`src/rtl/xptr_pkg.sv`:
```
package xptr_pkg;
    localparam int BYTE_W = 8;

    typedef enum logic {
        BANK0 = 1'b0,
        BANK1 = 1'b1
    } bank_e;

    localparam logic [7:0] SFR_PTR_LO = 8'h82;
    localparam logic [7:0] SFR_PTR_HI = 8'h83;
    localparam logic [7:0] SFR_AUX    = 8'h8E;

    typedef struct packed {
        logic lo;
        logic hi;
        logic aux;
    } sfr_hit_t;
endpackage

```
`src/rtl/xptr_sel_fsm.sv`:
```
module xptr_sel_fsm
    import xptr_pkg::*;
#(
    parameter int DATA_W = 8
) (
    input  logic              clk,
    input  logic              rst_n,
    input  logic              aux_we,
    input  logic [DATA_W-1:0] aux_wdata,
    output bank_e             bank,
    output logic [DATA_W-1:0] aux_rd
);
    bank_e              state_q, state_d;
    logic [DATA_W-1:1]  upper_q;

    // state register
    always_ff @(posedge clk or negedge rst_n) begin
        if (!rst_n) begin
            state_q <= BANK0;
            upper_q <= '0;
        end else begin
            state_q <= state_d;
            if (aux_we) upper_q <= aux_wdata[DATA_W-1:1];
        end
    end

    // next state
    always_comb begin
        state_d = state_q;
        unique case (state_q)
            BANK0: if (aux_we && aux_wdata[0])  state_d = BANK1;
            BANK1: if (aux_we && !aux_wdata[0]) state_d = BANK0;
            default: state_d = BANK0;
        endcase
    end

    // outputs
    always_comb begin
        bank   = state_q;
        aux_rd = {upper_q, (state_q == BANK1)};
    end
endmodule

```
`src/rtl/xptr_bank.sv`:
```
module xptr_bank
    import xptr_pkg::*;
#(
    parameter int PTR_W  = 16,
    parameter int NBANKS = 2
) (
    input  logic              clk,
    input  logic              rst_n,
    input  bank_e             bank,
    input  logic              inc,
    input  logic              load,
    input  logic [PTR_W-1:0]  imm,
    input  logic              wr_lo,
    input  logic              wr_hi,
    input  logic [BYTE_W-1:0] wdata,
    output logic [PTR_W-1:0]  active
);
    localparam int HI_W = PTR_W - BYTE_W;

    logic [NBANKS*PTR_W-1:0] flat;

    for (genvar g = 0; g < NBANKS; g++) begin : g_ptr
        logic [PTR_W-1:0] q;
        logic             mine;
        assign mine = (int'(bank) == g);

        always_ff @(posedge clk or negedge rst_n) begin
            if (!rst_n) begin
                q <= '0;
            end else if (mine) begin
                if (load)       q <= imm;
                else if (inc)   q <= q + PTR_W'(1);
                else begin
                    if (wr_lo) q[BYTE_W-1:0]     <= wdata;
                    if (wr_hi) q[PTR_W-1:BYTE_W] <= wdata[HI_W-1:0];
                end
            end
        end

        assign flat[g*PTR_W +: PTR_W] = q;
    end

    always_comb begin
        active = flat[int'(bank)*PTR_W +: PTR_W];
    end
endmodule

```
`src/rtl/xptr_unit.sv`:
```
module xptr_unit
    import xptr_pkg::*;
#(
    parameter int PTR_W = 16
) (
    input  logic              clk,
    input  logic              rst_n,
    input  logic [7:0]        sfr_addr,
    input  logic [7:0]        sfr_wdata,
    input  logic              sfr_we,
    output logic [7:0]        sfr_rdata,
    input  logic              ptr_inc,
    input  logic              ptr_load,
    input  logic [PTR_W-1:0]  ptr_imm,
    input  logic [7:0]        acc,
    output logic [PTR_W-1:0]  xmem_addr,
    output logic [PTR_W-1:0]  code_addr
);
    localparam int ACC_PAD = PTR_W - BYTE_W;

    sfr_hit_t         hit;
    bank_e            bank;
    logic [7:0]       aux_rd;
    logic [PTR_W-1:0] active;

    always_comb begin
        hit.lo  = (sfr_addr == SFR_PTR_LO);
        hit.hi  = (sfr_addr == SFR_PTR_HI);
        hit.aux = (sfr_addr == SFR_AUX);
    end

    xptr_sel_fsm #(.DATA_W(8)) u_sel (
        .clk       (clk),
        .rst_n     (rst_n),
        .aux_we    (sfr_we && hit.aux),
        .aux_wdata (sfr_wdata),
        .bank      (bank),
        .aux_rd    (aux_rd)
    );

    xptr_bank #(.PTR_W(PTR_W), .NBANKS(2)) u_bank (
        .clk    (clk),
        .rst_n  (rst_n),
        .bank   (bank),
        .inc    (ptr_inc),
        .load   (ptr_load),
        .imm    (ptr_imm),
        .wr_lo  (sfr_we && hit.lo),
        .wr_hi  (sfr_we && hit.hi),
        .wdata  (sfr_wdata),
        .active (active)
    );

    always_comb begin
        xmem_addr = active;
        code_addr = active + {{ACC_PAD{1'b0}}, acc};
        if (hit.lo)       sfr_rdata = active[BYTE_W-1:0];
        else if (hit.hi)  sfr_rdata = active[PTR_W-1:BYTE_W];
        else if (hit.aux) sfr_rdata = aux_rd;
        else              sfr_rdata = '0;
    end
endmodule

```
`config.mk`:
```
export PLATFORM = sky130hd
export DESIGN_NAME = xptr_unit
export DESIGN_NICKNAME = d
export VERILOG_FILES = /design/src/rtl/xptr_pkg.sv /design/src/rtl/xptr_sel_fsm.sv /design/src/rtl/xptr_bank.sv /design/src/rtl/xptr_unit.sv
export SDC_FILE = /design/constraint.sdc
export NUM_CORES = 1
export LEC_CHECK = 0
export BUFFER_PORTS_ARGS = -buffer_cell sky130_fd_sc_hd__buf_2
export CAP_MARGIN = 0
export CELL_PAD_IN_SITES_DETAIL_PLACEMENT = 0
export CELL_PAD_IN_SITES_GLOBAL_PLACEMENT = 1
export CORE_MARGIN = 2
export CORE_UTILIZATION = 43
export CTS_CLUSTER_DIAMETER = 80
export DETAILED_ROUTE_END_ITERATION = 7
export HOLD_SLACK_MARGIN = 0.12
export PLACE_DENSITY_LB_ADDON = 0.3
export SLEW_MARGIN = 10
export SYNTH_ARGS = -nofsm -noshare
export SYNTH_HDL_FRONTEND = slang
export SYNTH_SLANG_ARGS = --single-unit
```
`constraint.sdc`:
```
create_clock -name clk -period 6.5 [get_ports clk]
set_input_delay 1.625 -clock clk [delete_from_list [all_inputs] [get_ports clk]]
set_output_delay 1.625 -clock clk [all_outputs]
set_load 0.03 [all_outputs]
```
* Yosys cells after proc, flatten, opt, wreduce, memory -nomap -nowiden
Index checks and enable logic that the tools add are counted.
** Word-level totals
- Register bits :: 40
- Bits of input ports :: 45
- Output and inout port bits :: 40
- Logic and storage cells :: 38
** Operators by class
- $add $sub $neg :: 3
- Equal/unequal tests :: 3
- Shifts and indexed selects :: 1
- Multiplexer cells :: 12
- Bitwise gates (word level) :: 1
- Reductions and logical operators :: 12
** Operator list (number)
- $mux W16 :: 4
- $mux W8 :: 5
- $add A16 B1 Y16 const B :: 2
- $shiftx A32 B6 Y16 :: 1
- $eq A8 B8 Y1 const B :: 3
- $add A16 B8 Y16 :: 1
- $reduce_and A2 Y1 :: 4
- $reduce_bool A3 Y1 :: 2
- $logic_and A1 B1 Y1 :: 5
- $mux W1 :: 2
- $pmux W1 S2 :: 1
- $logic_not A1 Y1 :: 1
- $not A1 Y1 :: 1

* Depth between registers and ports, before layout
Gate-level depths: netlist of run 1.
- Depth in word-level cells :: 5
- Gate-level depth with buffers :: 13
- Gate-level depth less buffers :: 11

* By module
Synthesis of run 1 repeated with hierarchy kept, for this count alone.
** Unflattened totals
- Cell total of the unflattened synthesis :: 431
- Area total of the unflattened synthesis :: 3634.7 µm²
** Modules (own cells, without submodules)
- xptr_bank :: times used 1, cells an instance 322, area an instance 2597.5 µm², seq. area each 800.8 µm²
- xptr_unit :: times used 1, cells an instance 91, area an instance 698.2 µm², seq. area each 0.0 µm²
- xptr_sel_fsm :: times used 1, cells an instance 18, area an instance 339.1 µm², seq. area each 200.2 µm²

* Least setup slack after synthesis of run 1
No wires, ideal clock.
- Kind :: input-to-output
- Start :: input port acc[0]
- End :: output port code_addr[12]
- Data arrival time :: 3.472 ns
- Data required time :: 4.875 ns
- Path slack :: 1.403 ns
- Stages on the path :: 8
- Buffers on the path :: 0
- Cells stage by stage :: ha_1 > inv_1 > fa_1 > nor2b_1 > o31a_1 > o31ai_1 > a211oi_1 > xnor2_1
** On the way
- Cells in the longest elaborated chain, start to end :: 1
** Ends and longest elaborated chain
- start: declaration :: line xptr_unit.sv:15 : input logic [7:0] acc,
- $add A16 B8 Y16 :: line xptr_unit.sv:56 : code_addr = active + {{ACC_PAD{1'b0}}, acc};
- end: declaration :: line xptr_unit.sv:17 : output logic [PTR_W-1:0] code_addr
Every way passes these cells.

* Worst setup path in the final report of run 1
Ends and elaborated chain as after synthesis.

==> results of run 1 <==
==> cell usage in the layout, fill, tap and decap left out, types with 6 or more instances in the layout <==
cell type / synthesis / final
nor2_1: 33 / 33
and2_1: 7 / 7
nand4_1: 12 / 12
o31ai_1: 11 / 11
inv_1: 13 / 13
o21ai_0: 20 / 20
nand3_1: 15 / 15
ha_1: 10 / 10
nand2_1: 50 / 50
mux2_4: 8 / 8
a31oi_1: 15 / 15
dfrtp_1: 40 / 40
o21ai_1: 17 / 17
clkbuf_8: 0 / 6
mux2_1: 6 / 6
a21o_1: 6 / 6
a21oi_1: 32 / 32
buf_2: 8 / 84
a22oi_1: 12 / 12
nor3_1: 11 / 11
mux2i_1: 6 / 6
==> layer usage <==
metal	vias to the layer above	track usage
met5	-	0
met4	0	0.08095
met3	23	0.03478
met2	166	0.4284
met1	1823	0.3615
li1	1843	-
==> stage by stage <==
step | setup slack [ns] | power, mW | hold WS [ns] | area, um^2 | util
after floorplan | 1.403 | 0.6465 | 0.4793 | 3597 | -
after global placement | 1.322 | 0.7707 | 0.4986 | 4068 | 0.4976
after detailed placement | 1.266 | 0.7780 | 0.5040 | 4068 | 0.4976
after CTS | 1.273 | 0.9559 | 0.5220 | 4158 | 0.5086
after global routing | 1.101 | 1.015 | 0.5326 | 4158 | 0.5086
final | 1.259 | 0.9561 | 0.5259 | 4158 | 0.5086
==> cell type report <==
| cell class | count | area share |
|---|---|---|
| flip-flops and latches | 40 | 0.2407 |
| inverters | 18 | 0.01625 |
| well taps | 105 | 0.03160 |
| repair buffers | 85 | 0.1029 |
| multi-input cells | 366 | 0.5868 |
| clock buffers | 8 | 0.02167 |
==> power breakdown <==
part / internal, mW / switching [mW] / total [mW]
Combinational: 0.150 / 0.288 / 0.438
Clock: 0.0868 / 0.0897 / 0.176
Sequential: 0.284 / 0.0573 / 0.341
==> critical path, delay by kind of cell <==
family / cells / cell delay [ns]
buf+inv: 3 / 0.40
fa+ha+maj: 2 / 0.43
simple gates: 1 / 0.07
xor+xnor: 1 / 0.15
compound gates: 3 / 0.95
==> sequential cells by signal, summed over array words and instances (netlist names), named ones only <==
register / cells
u_sel.upper_q: 7
u_bank.g_ptr.q: 32
==> worst max path at each step <==
stage	from	end	depth (start not counted)	slack [ns]
6_report	acc[0]	code_addr[12]	10	1.26
5_1_grt	acc[0]	code_addr[12]	10	1.10
4_1_cts	acc[0]	code_addr[12]	10	1.27
3_5_place_dp	acc[0]	code_addr[12]	10	1.27
3_3_place_gp	acc[0]	code_addr[14]	10	1.32
2_1_floorplan	acc[0]	code_addr[12]	8	1.40
==> logic make-up after synthesis <==
| kind of cell | share of synthesized area |
|---|---|
| and+or+nand+nor | 0.2237 |
| AOI/OAI and AO/OA | 0.3110 |
| DFF | 0.2783 |
| muxes | 0.08139 |
| xor gates and xnor gates | 0.02191 |
| buffers and inverters | 0.04348 |
| adders and majority gates | 0.04035 |
==> metrics.md, run 1 <==
| Metric | Value |
|---|---|
| Register Area | `1001 um^2` |
| Crit-path slowest cell | `o31ai_1` |
| Antenna diode count | `0` |
| Synthesized area | `3597 um^2` |
| Vias in the first global route | `3,469` |
| CP cell instances | `buf_2 > ha_1 > inv_1 > fa_1 > nor2b_1 > o31a_1 > o31ai_1 > a211oi_1 > xnor2_1 > buf_2` |
| Period Utilization, post-route | `0.8063` |
| CORE AREA | `8175 um^2` |
| Finished Layout Cells | `622` |
| Post-synth EDFFs | `0` |
| Area growth, synth to finish | `15.58%` |
| R2r setup slk | `4.10 ns` |
| Top Layer Used | `met4` |
| First-pass GRT wire length | `18.33 mm` |
| Fin crit period | `5.241 ns` |
| Hold depth | `1` |
| PostCTS Resize Cnt | `0` |
| FF+latch count, synth | `40` |
| Die Span X | `95.47 um` |
| Reg2Reg Depth | `5` |
| Post-synth top area cell | `dfrtp_1` |
| Fillers | `836` |
| RSZ-0062 raised after global routing | `false` |
| Syn avg cell area | `8.102 um^2` |
| Worst vdd ir | `98.75 uV` |
| Largest net degree at the start of global routing | `41` |
| CTS Buf Count | `5` |
| Worst Clk Skew | `0.007452 ns` |
| Setup CP Type | `in -> out` |
| Drt total wl | `11.90 mm` |
| Fin. Hold Viols | `0` |
| Leak | `1.849 nW` |
| Post-CTS Setup Inserts | `0` |
| CP endpoint kind | `output port` |
| Post-synthesis net count | `500` |
| Via density | `6.198` |
| CTS Buffer Depth | `2` |
| Critical Path Start Type | `primary input` |
| Metal3 WL | `790 um` |
| Port buffer count | `84` |
| Min-Delay Endpoint | `u_sel.upper_q[4]` |
| Yosys top cell area share | `0.2783` |
| I/O pin count | `85` |
| Synth top cells by count | `nand2_1 (50), dfrtp_1 (40), nor2_1 (33)` |
| Slew Viols, Final | `0` |
| Yosys cell types | `68` |
| RePlAce Congestion | `0.8521` |
| Power per standard cell area | `230.0 nW/um^2` |
| Outcome | `finished, final reports clean` |
| Overall routing resource usage | `0.2624` |
| DR iter-0 viols | `303` |
| Initial core utilization | `0.4400` |
| Ys Warns | `0` |
| Most frequent cell after synthesis | `nand2_1` |
| Multi-input logic area | `2440 um^2` |
| Worst EP arrival | `3.62 ns` |
| Max Clk Rate | `190.8 MHz` |
| Wirelength per Cell | `19.13 um` |
| Reg2reg end | `u_bank.g_ptr[1].q[15]` |
| M1 WL | `5.355 mm` |
| Final setup fails | `0` |
| Post-synthesis sequential area ratio | `0.2783` |
| Sink Count | `40` |
| Clock input transition at the sequential cells of the worst setup and hold paths | `0.08 ns` |
| Detailed placer's ending HPWL | `9.017 mm` |
| Crit-path max FO | `5` |
| Layout cell share with drive strength beyond 1 | `0.2263` |
| Drt first pass iters | `5` |
| Synth Flop Type | `dfrtp_1` |
| Placed Instances | `614` |
| # hold bufs at CTS | `0` |
| Worst Hold Class | `reg -> reg` |
| Die span in y | `95.47 um` |
| Initial antenna violation count | `0` |
| Post-Syn Instances | `444` |
| Ys async rst share | `1.000` |
| DR vias | `3,855` |
| Setup TNS | `0 ns` |
| Die ar. | `9114 um^2` |
| Clk_lat worst skew | `0.29 ns` |
| Most used cell, CP | `buf_2` |
| CTS tree | `yes` |
| Row cnt | `33` |
| Root buffer cell | `clkbuf_8` |
| Worst-margin pin slew | `0.9458 ns` |
| Critical Path RT | `4.88 ns` |
| Maxcap violations | `0` |
| WL met2 | `5.525 mm` |
| Final ANT Viol Nets | `0` |
| CP peak stage delay | `0.50 ns` |
| Hold path start | `u_sel.upper_q[4]` |
| Synth area leaders | `dfrtp_1 (28%), nand2_1 (5.2%), a21oi_1 (4.5%), ha_1 (3.5%), nor2_1 (3.4%)` |
| # nets final | `572` |
| GR Overflow Total | `0` |
| Relative slew slack | `0.3695` |
| H-tree depth | `2` |
| Remaining DRCs | `0` |
(Power assumes the default switching activity.)
==> run 2, diff against run 1 <==
--- a/config.mk
+++ b/config.mk
@@ -10,7 +10,7 @@
 export CELL_PAD_IN_SITES_DETAIL_PLACEMENT = 0
 export CELL_PAD_IN_SITES_GLOBAL_PLACEMENT = 1
 export CORE_MARGIN = 2
-export CORE_UTILIZATION = 43
+export CORE_UTILIZATION = 40
 export CTS_CLUSTER_DIAMETER = 80
 export DETAILED_ROUTE_END_ITERATION = 7
 export HOLD_SLACK_MARGIN = 0.12
==> constraint.sdc (replaced) <==
create_clock -name clk -period 4.85 [get_ports clk]
set_input_delay 1.2125 -clock clk [delete_from_list [all_inputs] [get_ports clk]]
set_output_delay 1.2125 -clock clk [all_outputs]
set_load 0.03 [all_outputs]
==> metrics.md, run 2 (same netlist as run 1, synthesis figures left out) <==
| Metric | Value |
|---|---|
| Row cnt | `34` |
| Vias in the first global route | `3,674` |
| Critical Path Start Type | `flip-flop` |
| # nets final | `573` |
| Setup TNS | `0 ns` |
| CORE AREA | `8721 um^2` |
| CP peak stage delay | `0.59 ns` |
| Period Utilization, post-route | `0.9309` |
| CTS tree | `yes` |
| Outcome | `finished, final reports clean` |
| Sw Ratio | `0.4567` |
| Detailed placer's ending HPWL | `9.082 mm` |
| Fin crit period | `4.515 ns` |
| Worst slack, placed | `0.3703 ns` |
| Via density | `6.179` |
| H-tree depth | `2` |
| Max FFs per register | `32` |
| Flop pwr share | `0.354` |
| Placed Area | `4079 um^2` |
| Port buffer count | `84` |
| Clock power frac | `0.189` |
| # hold bufs at CTS | `0` |
| Area growth, synth to finish | `15.90%` |
| CP Depth | `9` |
| Slew Viols, Final | `0` |
| Global Route met2 Usage | `0.4007` |
| Remaining DRCs | `0` |
| Relative slew slack | `0.3508` |
| DR vias | `3,868` |
| Largest net degree at the start of global routing | `41` |
| CP bufs+invs | `2` |
| Met1 Track Usage GR | `0.3305` |
| Wirelength per Cell | `19.03 um` |
| DR iter-0 viols | `419` |
| Worst vdd ir | `122.3 uV` |
| Layout cell share with drive strength beyond 1 | `0.2278` |
| Sw power | `588.0 uW` |
| Clock input transition at the sequential cells of the worst setup and hold paths | `0.08 ns` |
| Sink Count | `40` |
| Die Span X | `98.83 um` |
| Most frequent cells in the layout | `buf_2 (84), nand2_1 (50), dfrtp_1 (40)` |
| Root buffer cell | `clkbuf_8` |
| Crit-path slowest cell | `dfrtp_1` |
| Final ANT Viol Nets | `0` |
| Post-route design area | `4169 um^2` |
| Final setup fails | `0` |
| Int Power | `699.5 uW` |
| Top reg by flops | `u_bank.g_ptr.q` |
| Worst Hold Class | `reg -> reg` |
| Max Clk Rate | `221.5 MHz` |
| CP endpoint kind | `output port` |
| Worst setup margin | `0.3353 ns` |
| Post-CTS Setup Inserts | `0` |
| RSZ-0062 raised after global routing | `false` |
| Antenna diode count | `0` |
| Crit path max-delay family | `compound AO/OA/AOI/OAI gates` |
| Crit-path max FO | `11` |
| Initial core utilization | `0.4125` |
| Initial antenna violation count | `0` |
| Die span in y | `98.83 um` |
| Pwr Total | `1.288 mW` |
| Layout Utilization | `0.4780` |
| Power per standard cell area | `308.8 nW/um^2` |
| Largest registers | `u_bank.g_ptr.q: 32 flops, u_sel.upper_q: 7 flops` |
| CTS Buf Count | `5` |
| Reg2Reg Depth | `5` |
| Drt total wl | `11.91 mm` |
| Critical Path RT | `3.64 ns` |
| Clk_lat worst skew | `0.30 ns` |
| First-pass GRT wire length | `19.04 mm` |
| Logic pwr share | `0.457` |
| GR Overflow Total | `0` |
| PostCTS Resize Cnt | `0` |
| I/O pin count | `85` |
| Drt first pass iters | `5` |
| CP cell instances | `buf_4 > mux2_1 > ha_1 > o21a_1 > o31a_1 > o31ai_1 > a211oi_1 > xor2_1 > buf_2` |
| Fillers | `871` |
| Hold depth | `1` |
| Met3 usage | `0.03830` |
| Worst EP arrival | `3.30 ns` |
| Maxcap violations | `0` |
| Worst Clk Skew | `0.01198 ns` |
| Gr busiest metal | `met2` |
| Fin. Hold Viols | `0` |
| CTS Buffer Depth | `2` |
| Overall routing resource usage | `0.2445` |
| Die ar. | `9767 um^2` |
| RePlAce Congestion | `0.8938` |
| Leak | `1.854 nW` |
| Worst-margin pin slew | `0.9739 ns` |
| Most common cell after layout, fill and taps aside | `buf_2` |
| Setup CP Type | `reg -> out` |
run 2: cell count changes in the layout (fill, tap and decap cells not counted), sizes merged:
| cell | previous run | this run |
|---|---|---|
| buf | 85 | 86 |
run 2: metal layers:
metal,vias up,wire [um]
met5,-,0
met4,0,284
met3,22,785
met2,160,5481
met1,1841,5359
li1,1845,-
run 2: power by group through the flow:
stage	Combinational [mW]	Clock, mW	Sequential [mW]
2_1_floorplan	0.438	0	0.429
3_3_place_gp	0.578	0	0.458
3_5_place_dp	0.587	0	0.459
4_1_cts	0.589	0.241	0.452
5_1_grt	0.641	0.259	0.467
6_report	0.589	0.243	0.456
run 2: worst paths after layout:
path | from | endpoint | slack [ns]
worst max-delay path | flip-flop | code_addr[14] | 0.34
worst min-delay path | u_sel.upper_q[6] | u_sel.upper_q[6] | 0.52
worst max register to register | flip-flop | u_bank.g_ptr[1].q[15] | 2.52
worst min register to register | u_sel.upper_q[6] | u_sel.upper_q[6] | 0.52
max in group asynchronous | rst_n | u_sel.upper_q[6] | 3.18
min in group asynchronous | rst_n | u_bank.g_ptr[1].q[15] | 1.05
run 2: layout make-up:
type | count | area, um^2 | area share
Clock buffer | 8 | 90.09 | 0.02161
Timing Repair Buffer | 86 | 435.4 | 0.1044
Tap cell | 108 | 135.1 | 0.03241
Multi-Input combinational cell | 366 | 2440 | 0.5852
Sequential cell | 40 | 1001 | 0.2401
Inverter | 18 | 67.56 | 0.01621
run 2: per-stage QoR:
stage / hold WS [ns] / instances
floorplan: 0.4793 / 444
global placement: 0.5001 / 618
detailed placement: 0.5018 / 618
CTS: 0.5212 / 626
global route: 0.5422 / 626
finish: 0.5245 / 626
==> run 3, diff against run 2 <==
--- a/config.mk
+++ b/config.mk
@@ -13,6 +13,7 @@
 export CORE_UTILIZATION = 40
 export CTS_CLUSTER_DIAMETER = 80
 export DETAILED_ROUTE_END_ITERATION = 7
+export GPL_TIMING_DRIVEN = 0
 export HOLD_SLACK_MARGIN = 0.12
 export PLACE_DENSITY_LB_ADDON = 0.3
 export SLEW_MARGIN = 10
==> metrics.md, run 3 (same netlist as run 1, synthesis figures left out) <==
| Metric | Value |
|---|---|
| Via density | `6.218` |
| Relative slew slack | `0.3550` |
| Root buffer cell | `clkbuf_8` |
| Row cnt | `34` |
| RePlAce Congestion | `0.8959` |
| Remaining DRCs | `0` |
| Fin crit period | `4.582 ns` |
| Crit-path slowest cell | `dfrtp_1` |
| DR iter-0 viols | `362` |
| Register Area | `1001 um^2` |
| Vias in the first global route | `3,721` |
| CP cell instances | `buf_2 > buf_4 > nand2_1 > nand2_1 > ha_1 > inv_1 > fa_1 > nor2b_1 > o31a_1 > o31ai_4 > a211oi_1 > xor2_1 > buf_2` |
| Reg2Reg Depth | `7` |
| Wirelength per Cell | `19.77 um` |
| Port buffer count | `83` |
| First-pass GRT wire length | `19.80 mm` |
| Initial antenna violation count | `0` |
| GR Overflow Total | `0` |
| Sink Count | `40` |
| Worst Hold Class | `reg -> reg` |
| RSZ-0062 raised after global routing | `false` |
| Initial core utilization | `0.4125` |
| Setup TNS | `0 ns` |
| PostCTS Resize Cnt | `4` |
| Worst-margin pin slew | `0.9675 ns` |
| Slew Viols, Final | `0` |
| Power per standard cell area | `300.4 nW/um^2` |
| Max FFs per register | `32` |
| Crit path max-delay family | `buffers and inverters` |
| CP peak stage delay | `0.41 ns` |
| Worst Clk Skew | `0.006422 ns` |
| Clock input transition at the sequential cells of the worst setup and hold paths | `0.08 ns` |
| H-tree depth | `2` |
| CP endpoint kind | `output port` |
| Most common cell after layout, fill and taps aside | `buf_2` |
| CTS Buf Count | `5` |
| Layout cell share with drive strength beyond 1 | `0.2335` |
| Largest net degree at the start of global routing | `41` |
| Final ANT Viol Nets | `0` |
| Multi-input logic area | `2457 um^2` |
| Pwr Total | `1.271 mW` |
| # nets final | `589` |
| Critical Path Start Type | `flip-flop` |
| Antenna diode count | `0` |
| Worst vdd ir | `174.0 uV` |
| Hold Slack | `0.5253 ns` |
| Die span in y | `98.83 um` |
| CTS tree | `yes` |
| CORE AREA | `8721 um^2` |
| # hold bufs at CTS | `0` |
| Worst EP arrival | `3.37 ns` |
| Final setup fails | `0` |
| CP bufs+invs | `4` |
| Die ar. | `9767 um^2` |
| Drt total wl | `12.64 mm` |
| Leak | `1.882 nW` |
| Area growth, synth to finish | `17.63%` |
| Max Clk Rate | `218.2 MHz` |
| Outcome | `finished, final reports clean` |
| Maxcap violations | `0` |
| Largest registers | `u_bank.g_ptr.q: 32 flops, u_sel.upper_q: 7 flops` |
| I/O pin count | `85` |
| DR vias | `3,973` |
| Detailed placer's ending HPWL | `9.738 mm` |
| Setup CP Type | `reg -> out` |
| Crit-path max FO | `19` |
| Fin. Hold Viols | `0` |
| Drt first pass iters | `5` |
| Most frequent cells in the layout | `buf_2 (89), nand2_1 (50), dfrtp_1 (40)` |
| Die Span X | `98.83 um` |
| Hold depth | `1` |
| Post-CTS Setup Inserts | `0` |
| Critical Path RT | `3.64 ns` |
| Period Utilization, post-route | `0.9448` |
| Overall routing resource usage | `0.2591` |
| Top reg by flops | `u_bank.g_ptr.q` |
| CTS Buffer Depth | `2` |
| Fillers | `876` |
| Clk_lat worst skew | `0.29 ns` |
| CP Depth | `13` |
run 3: cell types whose count changed in the layout (fill, tap and decap cells not counted):
cell      previous run  this run
o21bai_2             0         1
clkbuf_1             2        11
o31ai_4              0         1
buf_2               84        89
clkbuf_8             6         5
o21bai_1             4         3
o31ai_1             11        10
run 3: per-stage QoR:
stage | instance area (um^2) | setup slack, ns | instances | util
after global placement | 4148 | 0.09735 | 635 | 0.4756
after floorplan | 3597 | 0.3011 | 444 | -
after global routing | 4232 | 0.05523 | 639 | 0.4852
after detailed placement | 4148 | 0.1057 | 635 | 0.4756
after CTS | 4237 | 0.07513 | 640 | 0.4858
final | 4232 | 0.2679 | 639 | 0.4852
run 3: metal layers:
layer,vias up,wire (um),GRT usage
met5,-,0,0
met4,0,354,0.09273
met3,28,1135,0.04965
met2,201,5778,0.4184
met1,1877,5366,0.3466
li1,1867,-,-
run 3: path summary, 6_finish.rpt:
path | start | to | slack [ns]
setup / recovery | flip-flop | code_addr[10] | 0.27
hold / removal | u_sel.upper_q[1] | u_sel.upper_q[1] | 0.53
setup reg to reg | flip-flop | u_bank.g_ptr[1].q[15] | 2.79
hold reg to reg | u_sel.upper_q[1] | u_sel.upper_q[1] | 0.53
max in group asynchronous | rst_n | u_bank.g_ptr[1].q[1] | 3.18
min in group asynchronous | rst_n | u_bank.g_ptr[1].q[15] | 1.07
run 3: area by class of cell:
| type | instances | area share |
|---|---|---|
| Inverter | 18 | 0.01597 |
| Clock buffer | 5 | 0.01626 |
| Sequential cell | 40 | 0.2365 |
| Buffer | 19 | 0.02040 |
| Tap cell | 108 | 0.03193 |
| Timing Repair Buffer | 83 | 0.09817 |
| Multi-Input combinational cell | 366 | 0.5807 |
run 3: power breakdown:
part	internal (mW)	switching, mW	total (mW)
Clock	0.0930	0.114	0.207
Combinational	0.209	0.406	0.615
Sequential	0.381	0.0686	0.450
